`src/rtl/tws_pkg.sv`:
```
package tws_pkg;
  typedef enum logic [2:0] {
    ST_IDLE,
    ST_ADDR,
    ST_AACK,
    ST_RX,
    ST_RACK,
    ST_TX,
    ST_TACK,
    ST_SKIP
  } tws_state_e;
endpackage

```
`src/rtl/tws_sync_bit.sv`:
```
module tws_sync_bit #(
  parameter int   STAGES    = 2,
  parameter logic RESET_VAL = 1'b1
) (
  input  logic clk_i,
  input  logic rst_ni,
  input  logic d_i,
  output logic cur_o,
  output logic prev_o
);
  logic [STAGES:0] chain_q;

  always_ff @(posedge clk_i or negedge rst_ni) begin
    if (!rst_ni) chain_q <= {(STAGES+1){RESET_VAL}};
    else         chain_q <= {chain_q[STAGES-1:0], d_i};
  end

  assign cur_o  = chain_q[STAGES-1];
  assign prev_o = chain_q[STAGES];
endmodule

```
`src/rtl/tws_line_cond.sv`:
```
module tws_line_cond #(
  parameter int STAGES = 2
) (
  input  logic clk_i,
  input  logic rst_ni,
  input  logic scl_i,
  input  logic sda_i,
  output logic scl_s_o,
  output logic sda_s_o,
  output logic scl_rise_o,
  output logic scl_fall_o,
  output logic start_o,
  output logic stop_o
);
  logic [1:0] line_in, line_cur, line_prev;
  assign line_in = {scl_i, sda_i};

  for (genvar g = 0; g < 2; g++) begin : g_sync
    tws_sync_bit #(.STAGES(STAGES), .RESET_VAL(1'b1)) u_sync (
      .clk_i  (clk_i),
      .rst_ni (rst_ni),
      .d_i    (line_in[g]),
      .cur_o  (line_cur[g]),
      .prev_o (line_prev[g])
    );
  end

  assign scl_s_o    = line_cur[1];
  assign sda_s_o    = line_cur[0];
  assign scl_rise_o = line_cur[1] & ~line_prev[1];
  assign scl_fall_o = ~line_cur[1] & line_prev[1];
  // data edge while clock held high on both samples
  assign start_o    = line_cur[1] & line_prev[1] & line_prev[0] & ~line_cur[0];
  assign stop_o     = line_cur[1] & line_prev[1] & ~line_prev[0] & line_cur[0];
endmodule

```
`src/rtl/twowire_slave_fe.sv`:
```
module twowire_slave_fe
  import tws_pkg::*;
#(
  parameter int         SYNC_STAGES = 2,
  parameter int         BYTE_W      = 8,
  parameter int         TYPE_W      = 4,
  parameter int         ADDR_W      = 4,
  parameter logic [3:0] DEV_TYPE    = 4'b0101
) (
  input  logic              clk_i,
  input  logic              rst_ni,
  input  logic              scl_i,
  input  logic              sda_i,
  input  logic [ADDR_W-1:0] dev_addr_i,
  input  logic              busy_i,
  input  logic              tx_mode_i,
  input  logic [BYTE_W-1:0] tx_data_i,
  output logic              sda_pull_o,
  output logic              rx_valid_o,
  output logic [BYTE_W-1:0] rx_data_o,
  output logic              rx_cmd_o,
  output logic              tx_load_o
);
  localparam int CNT_W = $clog2(BYTE_W + 1);
  localparam logic [CNT_W-1:0] CNT_FULL = CNT_W'(BYTE_W);
  localparam logic [CNT_W-1:0] CNT_LAST = CNT_W'(BYTE_W - 1);

  logic scl_s, sda_s, scl_rise, scl_fall, start_p, stop_p;

  tws_line_cond #(.STAGES(SYNC_STAGES)) u_cond (
    .clk_i      (clk_i),
    .rst_ni     (rst_ni),
    .scl_i      (scl_i),
    .sda_i      (sda_i),
    .scl_s_o    (scl_s),
    .sda_s_o    (sda_s),
    .scl_rise_o (scl_rise),
    .scl_fall_o (scl_fall),
    .start_o    (start_p),
    .stop_o     (stop_p)
  );

  tws_state_e        state_q;
  logic [CNT_W-1:0]  cnt_q;
  logic [BYTE_W-1:0] shreg_q;
  logic              pull_q, first_q, mack_q;
  logic              rx_valid_q, rx_cmd_q, tx_load_q;
  logic [BYTE_W-1:0] rx_data_q;
  logic              addr_hit;

  assign addr_hit = (shreg_q[BYTE_W-1 -: TYPE_W] == DEV_TYPE) &&
                    (shreg_q[ADDR_W-1:0] == dev_addr_i) && !busy_i;

  always_ff @(posedge clk_i or negedge rst_ni) begin
    if (!rst_ni) begin
      state_q    <= ST_IDLE;
      cnt_q      <= '0;
      shreg_q    <= '0;
      pull_q     <= 1'b0;
      first_q    <= 1'b0;
      mack_q     <= 1'b0;
      rx_valid_q <= 1'b0;
      rx_data_q  <= '0;
      rx_cmd_q   <= 1'b0;
      tx_load_q  <= 1'b0;
    end else begin
      rx_valid_q <= 1'b0;
      tx_load_q  <= 1'b0;
      if (stop_p) begin
        state_q <= ST_IDLE;
        pull_q  <= 1'b0;
      end else if (start_p) begin
        state_q <= ST_ADDR;
        cnt_q   <= '0;
        pull_q  <= 1'b0;
      end else begin
        unique case (state_q)
          ST_ADDR, ST_RX: begin
            if (scl_rise && cnt_q != CNT_FULL) begin
              shreg_q <= {shreg_q[BYTE_W-2:0], sda_s};
              cnt_q   <= cnt_q + 1'b1;
            end else if (scl_fall && cnt_q == CNT_FULL) begin
              cnt_q <= '0;
              if (state_q == ST_ADDR) begin
                if (addr_hit) begin
                  state_q <= ST_AACK;
                  pull_q  <= 1'b1;
                  first_q <= 1'b1;
                end else begin
                  state_q <= ST_SKIP;
                end
              end else begin
                state_q    <= ST_RACK;
                pull_q     <= 1'b1;
                rx_valid_q <= 1'b1;
                rx_data_q  <= shreg_q;
                rx_cmd_q   <= first_q;
                first_q    <= 1'b0;
              end
            end
          end
          ST_AACK: begin
            if (scl_fall) begin
              pull_q  <= 1'b0;
              state_q <= ST_RX;
            end
          end
          ST_RACK, ST_TACK: begin
            if (scl_rise && state_q == ST_TACK) mack_q <= ~sda_s;
            if (scl_fall) begin
              if (tx_mode_i && (state_q == ST_RACK || mack_q)) begin
                shreg_q   <= tx_data_i;
                pull_q    <= ~tx_data_i[BYTE_W-1];
                tx_load_q <= 1'b1;
                cnt_q     <= '0;
                state_q   <= ST_TX;
              end else begin
                pull_q  <= 1'b0;
                cnt_q   <= '0;
                state_q <= (state_q == ST_TACK && !mack_q) ? ST_SKIP : ST_RX;
              end
            end
          end
          ST_TX: begin
            if (scl_fall) begin
              if (cnt_q == CNT_LAST) begin
                pull_q  <= 1'b0;
                cnt_q   <= '0;
                mack_q  <= 1'b0;
                state_q <= ST_TACK;
              end else begin
                cnt_q   <= cnt_q + 1'b1;
                shreg_q <= {shreg_q[BYTE_W-2:0], 1'b0};
                pull_q  <= ~shreg_q[BYTE_W-2];
              end
            end
          end
          default: ;
        endcase
      end
    end
  end

  assign sda_pull_o = pull_q;
  assign rx_valid_o = rx_valid_q;
  assign rx_data_o  = rx_data_q;
  assign rx_cmd_o   = rx_cmd_q;
  assign tx_load_o  = tx_load_q;
endmodule

```
`config.mk`:
```
export PLATFORM = sky130hd
export DESIGN_NAME = twowire_slave_fe
export DESIGN_NICKNAME = d
export VERILOG_FILES = /design/src/rtl/tws_pkg.sv /design/src/rtl/tws_sync_bit.sv /design/src/rtl/tws_line_cond.sv /design/src/rtl/twowire_slave_fe.sv
export SDC_FILE = /design/constraint.sdc
export NUM_CORES = 1
export LEC_CHECK = 0
export BUFFER_PORTS_ARGS = -buffer_cell sky130_fd_sc_hd__buf_2
export CELL_PAD_IN_SITES_DETAIL_PLACEMENT = 1
export CELL_PAD_IN_SITES_GLOBAL_PLACEMENT = 2
export CORE_MARGIN = 2
export CORE_UTILIZATION = 36
export CTS_CLUSTER_DIAMETER = 40
export DETAILED_ROUTE_END_ITERATION = 16
export GPL_ROUTABILITY_DRIVEN = 0
export PLACE_DENSITY_LB_ADDON = 0.12
export SETUP_SLACK_MARGIN = 0.5
export SYNTH_ARGS = -nofsm -noshare
export SYNTH_HDL_FRONTEND = slang
export SYNTH_SLANG_ARGS = --single-unit
```
`constraint.sdc`:
```
create_clock -name clk_i -period 2.1 [get_ports clk_i]
set_input_delay 0.42 -clock clk_i [delete_from_list [all_inputs] [get_ports clk_i]]
set_output_delay 0.42 -clock clk_i [all_outputs]
set_load 0.1 [all_outputs]
```
==> out/qor.yml, run 1 <==
synth_fp_nets: 201
die_h_um: 77.3
tightest_slew_ns: 0.767
clockBufferDepth: 2
critPathCaptureType: "register"
clk-insertion-delay-late_ns: 0.29
max_clock_freq_ghz: 0.626
yosysTopAreaCell: "dfrtp_1"
power_frac_clock_pct: 18.9
synth_top_family_by_area: "simple AND/OR/NAND/NOR gates"
netlist_area_um2: 1930
rsz0062_at_grt: "yes"
rows: 26
dpl.cell_count: 276
fin_crit_sh_pct: 76.0
dieWidth_um: 77.3
diodes: 0
clk_pin_slew_ns: 0.08
slew_headroom_pct: 48.9
netlist_instances: 181
ant_nets: 0
areaGrowthSynthToFinish_pct: 34.2
yosysWarningCount: 0
initial_core_util_pct: 37.6
layout-drive-gt1-share_pct: 47.1
grt_pass1_vias: 1696
nets: 259
power.density_nw_per_um2: 1250
worstPathRequired_ns: 2.28
synthAdderAreaFrac_pct: 1.29
yosys.area_share.xor_xnor_pct: 1.81
synth.distinct_cells: 45
avgSynthCellArea_um2: 10.7
status: "finished clean"
crit_path_max_fanout: 6
combPwrFrac_pct: 48.2
cts_sinks: 35
ctsHoldBuffers: 0
tritoncts: "yes"
pin_count: 30
p_sw_mw: 1.36
p_sw_share_pct: 41.8
final_max_slew_viol_count: 0
setup_viol: 0
via_count: 1580
r2r_start: "cnt_q[0]"
grtUsageTotal_pct: 17.6
sequentialPowerShare_pct: 32.9
synth_top_cell_area_share_pct: 37.5
grt_start_max_net_pins: 36
cp.arrival_ns: 1.78
ys_ff_latch: 35
drt-total-wl_um: 5160
antenna_found_initial: 0
dpl.hpwl_um: 3400
min_path_type: "in -> async"
cp-startpoint: "cnt_q[0]"
finalHoldViolations: 0
synth_edf_count: 0
leakage_nw: 1.24
min_period_ns: 1.60
cts_max_level: 2
mostFrequentLayoutCell: "buf_2"
remaining_drc_errors: 0
async_flop_share_pct: 100
cts_root_buf: "clkbuf_8"
drt_iter0_markers: 66
fillerInstances: 590
firstDrtPassIters: 4
routed_via_density: 5.10
ys.flop_type: "dfrtp_1"
worstSetupStartpointType: "register"
synth_seq_area_share_pct: 45.7
skew_ns: 0.00880
wl_per_cell_um: 16.6
mostFrequentLayoutCells: "buf_2 (29), dfrtp_1 (26), buf_4 (23)"
synth_area_leaders: "dfrtp_1 (38%), dfstp_2 (8.2%), mux2_4 (6.2%)"
synth-compound-area-share_pct: 17.0
final_util_pct: 50.5
grt_first_pass_wirelength_um: 8340
power.internal_mw: 1.89
fin_cells: 310
crit_type: "reg -> reg"
dieArea_um2: 5980
numCtsBuffers: 5
overflow: 0
fin_setup_tns_ns: 0
vdd_drop_max_v: 0.000585
synth.area.mux_share_pct: 12.0
max_cap_viol_count: 0
r2r.worst_path.cells: 7
synth_simple_gate_area_share_pct: 17.6
fp.coreArea_um2: 5140
port-buffer-count: 29
path summary, 6_finish.rpt:
kind	to	slack, ns
min in group clk_i	u_cond.g_sync[1].u_sync.chain_q[0]	0.23
max reg2reg	rx_data_o[4]	0.50
min reg2reg	u_cond.g_sync[0].u_sync.chain_q[1]	0.36
max in group asynchronous	state_q[1]	1.35
min	tx_load_o	0.20
max	rx_data_o[4]	0.50
flip-flops by register name (all words and copies together), names as in the netlist:
name and cells:
first_q 1, state_q 3, sda_pull_o 1, shreg_q 8, tx_load_o 1, u_cond.g_sync.u_sync.chain_q 6, mack_q 1, rx_cmd_o 1
rx_data_o 8, cnt_q 4, rx_valid_o 1
power groups by stage:
stage,logic [mW],registers (mW),clock network (mW)
after global placement,1.10,1.09,0
after global routing,1.70,1.10,0.664
after CTS,1.33,1.07,0.631
after detailed placement,1.12,1.10,0
after floorplan,0.845,1.09,0
final,1.57,1.07,0.614
metal layers:
layer,wire [um],share of wire (%),global-route usage (%)
met4,65,1.3,4.29
met5,0,0,0
met3,183,3.5,4.82
met1,2350,46,23.0
met2,2560,50,28.8
cell type report:
class | instances | area [um2] | share of cell area, %
clock inverter | 3 | 43.8 | 1.69
inverter | 9 | 33.8 | 1.30
clock buffer | 5 | 68.8 | 2.65
tap | 70 | 87.6 | 3.37
sequential | 35 | 890 | 34.3
timing repair buffer | 57 | 392 | 15.1
multi-input combinational | 131 | 1080 | 41.6
cell usage after synthesis (3+ instances only):
| library cell | n |
|---|---|
| a21oi_1 | 15 |
| a31oi_1 | 8 |
| buf_2 | 3 |
| buf_6 | 3 |
| dfrtp_1 | 29 |
| dfstp_2 | 6 |
| inv_1 | 9 |
| mux2_4 | 8 |
| mux2i_1 | 10 |
| nand2_1 | 16 |
| nand2b_1 | 4 |
| nand2b_4 | 3 |
| nand3_1 | 3 |
| nor2_1 | 10 |
| nor2b_1 | 5 |
| o211ai_1 | 3 |
| o21ai_0 | 9 |
| o31ai_1 | 3 |
| xor2_1 | 4 |
cell families after synthesis:
logic type,Yosys count
compound gates,49
xor+xnor,4
fa+ha+maj,2
buf+inv,16
flops,35
mux,19
simple gates,56
metrics by stage:
step	cell area (um2)	hold slack, ns	setup WS, ns	total power, mW
after global routing	2600	0.212	0.427	3.46
final	2600	0.195	0.503	3.25
after floorplan	1930	0.124	0.519	1.94
after detailed placement	2130	0.347	0.305	2.22
after global placement	2130	0.347	0.386	2.18
after CTS	2410	0.219	0.439	3.03
critical path, stage by stage (launching register included):
cell and delay (ns):
dfrtp_1 0.40, inv_2 0.08, ha_4 0.14, nand3b_4 0.11, nor3_4 0.24, buf_6 0.14, nand2_8 0.07, mux2_4 0.30
what timing repair did:
item / 4_1_cts / 5_1_grt
gates resized for setup: 14 / 20
cloned: 1 / 0
endpoints found under the setup margin: 27 / 28
pin swaps: 4 / 6
setup buffers: 12 / 13
Power figures use the tool's default switching activity.
==> run 2, diff against run 1 <==
--- a/config.mk
+++ b/config.mk
@@ -5,11 +5,12 @@
 export SDC_FILE = /design/constraint.sdc
 export NUM_CORES = 1
 export LEC_CHECK = 0
+export ABC_AREA = 1
 export BUFFER_PORTS_ARGS = -buffer_cell sky130_fd_sc_hd__buf_2
 export CELL_PAD_IN_SITES_DETAIL_PLACEMENT = 1
 export CELL_PAD_IN_SITES_GLOBAL_PLACEMENT = 2
 export CORE_MARGIN = 2
-export CORE_UTILIZATION = 36
+export CORE_UTILIZATION = 32
 export CTS_CLUSTER_DIAMETER = 40
 export DETAILED_ROUTE_END_ITERATION = 16
 export GPL_ROUTABILITY_DRIVEN = 0
==> constraint.sdc (replaced) <==
create_clock -name clk_i -period 1.48 [get_ports clk_i]
set_input_delay 0.296 -clock clk_i [delete_from_list [all_inputs] [get_ports clk_i]]
set_output_delay 0.296 -clock clk_i [all_outputs]
set_load 0.1 [all_outputs]
==> out/qor.yml, run 2 <==
power_mw: 7.16  # +120%
p_sw_mw: 3.41  # +150%
clockBufferDepth: 2  # unchanged
cp.arrival_ns: 1.79  # about the same
fin_crit_sh_pct: 108  # +32 points
synth_top_family_by_area: "simple AND/OR/NAND/NOR gates"
nets: 396  # +53%
power.internal_mw: 3.75  # +98%
leakage_nw: 1.70  # +37%
synth.distinct_cells: 27  # -40%
port-buffer-count: 29  # unchanged
failed_checks: "hold timing, setup timing"
fp.coreArea_um2: 6280  # +22%
p_sw_share_pct: 47.6  # +5.8 points
via_count: 2191  # +39%
drt-total-wl_um: 6990  # +36%
firstDrtPassIters: 4  # unchanged
netlist_instances: 273  # +51%
yosysWarningCount: 0  # unchanged
critPathCaptureType: "register"
rows: 29  # +12%
min_path_type: "in -> async"
max_cap_viol_count: 0  # unchanged
ys.flop_type: "dfrtp_1"
grt_pass1_vias: 2210  # +30%
synth_area_leaders: "dfrtp_1 (35%), nand2_1 (15%), dfstp_2 (7.7%)"
areaGrowthSynthToFinish_pct: 69.8
rsz0062_at_grt: "yes"
place_ws_ns: -0.209  # -0.515 ns
dieArea_um2: 7090  # +19%
worstPathRequired_ns: 1.67  # -0.61 ns
grtUsageTotal_pct: 19.0  # +1.4 points
max_clock_freq_ghz: 0.624  # -0.44%
die_h_um: 84.2  # +8.9%
rrSetupSlack_ns: -0.12  # -0.63 ns
skew_ns: 0.00446  # -0.00434 ns
synth_top_cell_area_share_pct: 35.3  # -2.3 points
grt_start_max_net_pins: 18  # -50%
synth_simple_gate_area_share_pct: 35.7  # +18 points
grt_first_pass_wirelength_um: 10700  # +28%
cts_max_level: 2  # unchanged
clk_pin_slew_ns: 0.07  # about the same
layout_setup_ws_ns: -0.124  # -0.627 ns
synth.top_cells.by_count: "nand2_1 (83), dfrtp_1 (29), inv_1 (29)"
dpl.cell_count: 426  # +54%
antenna_found_initial: 0  # unchanged
synthAdderAreaFrac_pct: 1.22  # -0.078 points
mostFrequentLayoutCell: "nand2_1"
power_frac_clock_pct: 12.9  # -6.0 points
min_period_ns: 1.60  # +0.00701 ns
mostFrequentLayoutCells: "nand2_1 (62), buf_4 (59), nand2_2 (19)"
yosysTopAreaCell: "dfrtp_1"
tritoncts: "yes"
synth_fp_nets: 293  # +46%
initial_core_util_pct: 32.8  # -4.8 points
cts_root_buf: "clkbuf_8"
synth-compound-area-share_pct: 11.1  # -5.9 points
fin_cells: 454  # +46%
cts_sinks: 35  # unchanged
synth_seq_area_share_pct: 42.9  # -2.7 points
status: "finished, violations left"
synth.area.mux_share_pct: 0  # -12 points
finalHoldViolations: 12  # +12
dieWidth_um: 84.2  # +8.9%
worstSetupStartpointType: "register"
layout-drive-gt1-share_pct: 60.2  # +13 points
final_max_slew_viol_count: 0  # unchanged
power.density_nw_per_um2: 2050  # +64%
setup_viol: 25  # +25
diodes: 0  # unchanged
numCtsBuffers: 5  # unchanged
yosys.area_share.xor_xnor_pct: 0.426  # -1.4 points
sequentialPowerShare_pct: 22.0  # -11 points
ys_ff_latch: 35  # unchanged
synth_edf_count: 0  # unchanged
drt_iter0_markers: 92  # +39%
synth.most_common_cell: "nand2_1"
crit_type: "reg -> reg"
r2r.worst_path.cells: 9  # +2
whs_ns: -0.103  # -0.298 ns
dpl.hpwl_um: 4810  # +41%
routed_via_density: 4.83  # -5.3%
pin_count: 30  # unchanged
crit_path_max_fanout: 8  # +2
overflow: 0  # unchanged
ant_nets: 0  # unchanged
netlist_area_um2: 2060  # +6.4%
async_flop_share_pct: 100  # unchanged
combPwrFrac_pct: 65.1  # +17 points
vdd_drop_max_v: 0.00141  # +140%
tightest_slew_ns: 0.354  # -0.413 ns
avgSynthCellArea_um2: 7.54  # -29%
wl_per_cell_um: 15.4  # -7.5%
remaining_drc_errors: 0  # unchanged
clk-insertion-delay-late_ns: 0.30  # about the same
slew_headroom_pct: 76.4  # +28 points
==> run 2: changes by cell type in the layout (fill, tap and decap cells not counted), moves of 13 or more <==
cell	delta
buf_4	+36
dfrtp_2	+13
nand2_4	+14
a21oi_1	-13
nand2_1	+47
nand2_2	+17
==> run 2: worst paths after layout <==
check | startpoint | to
worst max-delay path | u_cond.g_sync[0].u_sync.chain_q[1] | shreg_q[2]
worst min-delay path | rst_ni | rx_data_o[1]
worst max register to register | u_cond.g_sync[0].u_sync.chain_q[1] | shreg_q[2]
worst min register to register | u_cond.g_sync[0].u_sync.chain_q[0] | u_cond.g_sync[0].u_sync.chain_q[1]
max in group asynchronous | rst_ni | rx_valid_o
min in group clk_i | scl_i | u_cond.g_sync[1].u_sync.chain_q[0]
==> run 2: metal layers <==
layer  track usage [%]  vias to the layer above  routed length (um)
li1                  -                     1075                   -
met1              25.1                     1066                3020
met2              31.7                       35                3580
met3              3.34                       15                 204
met4              6.16                        0                 177
met5                 0                        -                   0
==> run 2: power by group through the flow <==
stage          combinational (mW)  sequential (mW)  clock, mW
4_1_cts                      3.85             1.55      0.947
3_3_place_gp                 3.30             1.50          0
5_1_grt                      5.04             1.61      0.980
2_1_floorplan                1.64             2.13          0
6_report                     4.66             1.58      0.921
3_5_place_dp                 3.36             1.52          0
==> run 2: worst max-delay path, stage by stage, from the launching register on <==
cell and delay (ns):
dfstp_2 0.58, nor2_4 0.05, nand2_4 0.07, nand2_4 0.07, inv_6 0.08, nand2_4 0.06
nor3_4 0.29, nand2_4 0.16, nand2_1 0.09, nand2_1 0.05
==> run 2: repair_timing <==
| item | in CTS | in global routing |
|---|---|---|
| buffers inserted | 12 | 8 |
| pin swaps | 17 | 42 |
| hold endpoints to repair | 12 | 12 |
| setup endpoints to repair | 41 | 41 |
| resized for setup | 63 | 92 |
==> run 2: cell families after synthesis <==
group	count (synthesis)
AND/OR/NAND/NOR	158
XOR/XNOR	1
adder cells (fa/ha/maj)	2
buffers and inverters	41
AO/OA/AOI/OAI	36
flip-flops	35
==> run 2: cell type report <==
type | count | area (um2)
fillers | 742 | 2780
clock inverters | 2 | 35.0
inverters | 37 | 161
multi-input cells | 197 | 1330
well taps | 77 | 96.3
clock buffers | 6 | 82.6
repair buffers | 100 | 888
flip-flops and latches | 35 | 902
==> run 2: through the flow <==
| stage | setup TNS (ns) | hold WS (ns) | instance area [um2] | util, % |
|---|---|---|---|---|
| after floorplan | -0.630 | 0.000409 | 2120 | - |
| after global placement | -3.08 | 0.220 | 2700 | 43.0 |
| after detailed placement | -3.84 | 0.225 | 2700 | 43.0 |
| after CTS | -2.26 | -0.0955 | 3090 | 49.3 |
| after global routing | -3.93 | -0.0905 | 3490 | 55.7 |
| final | -1.77 | -0.103 | 3490 | 55.7 |
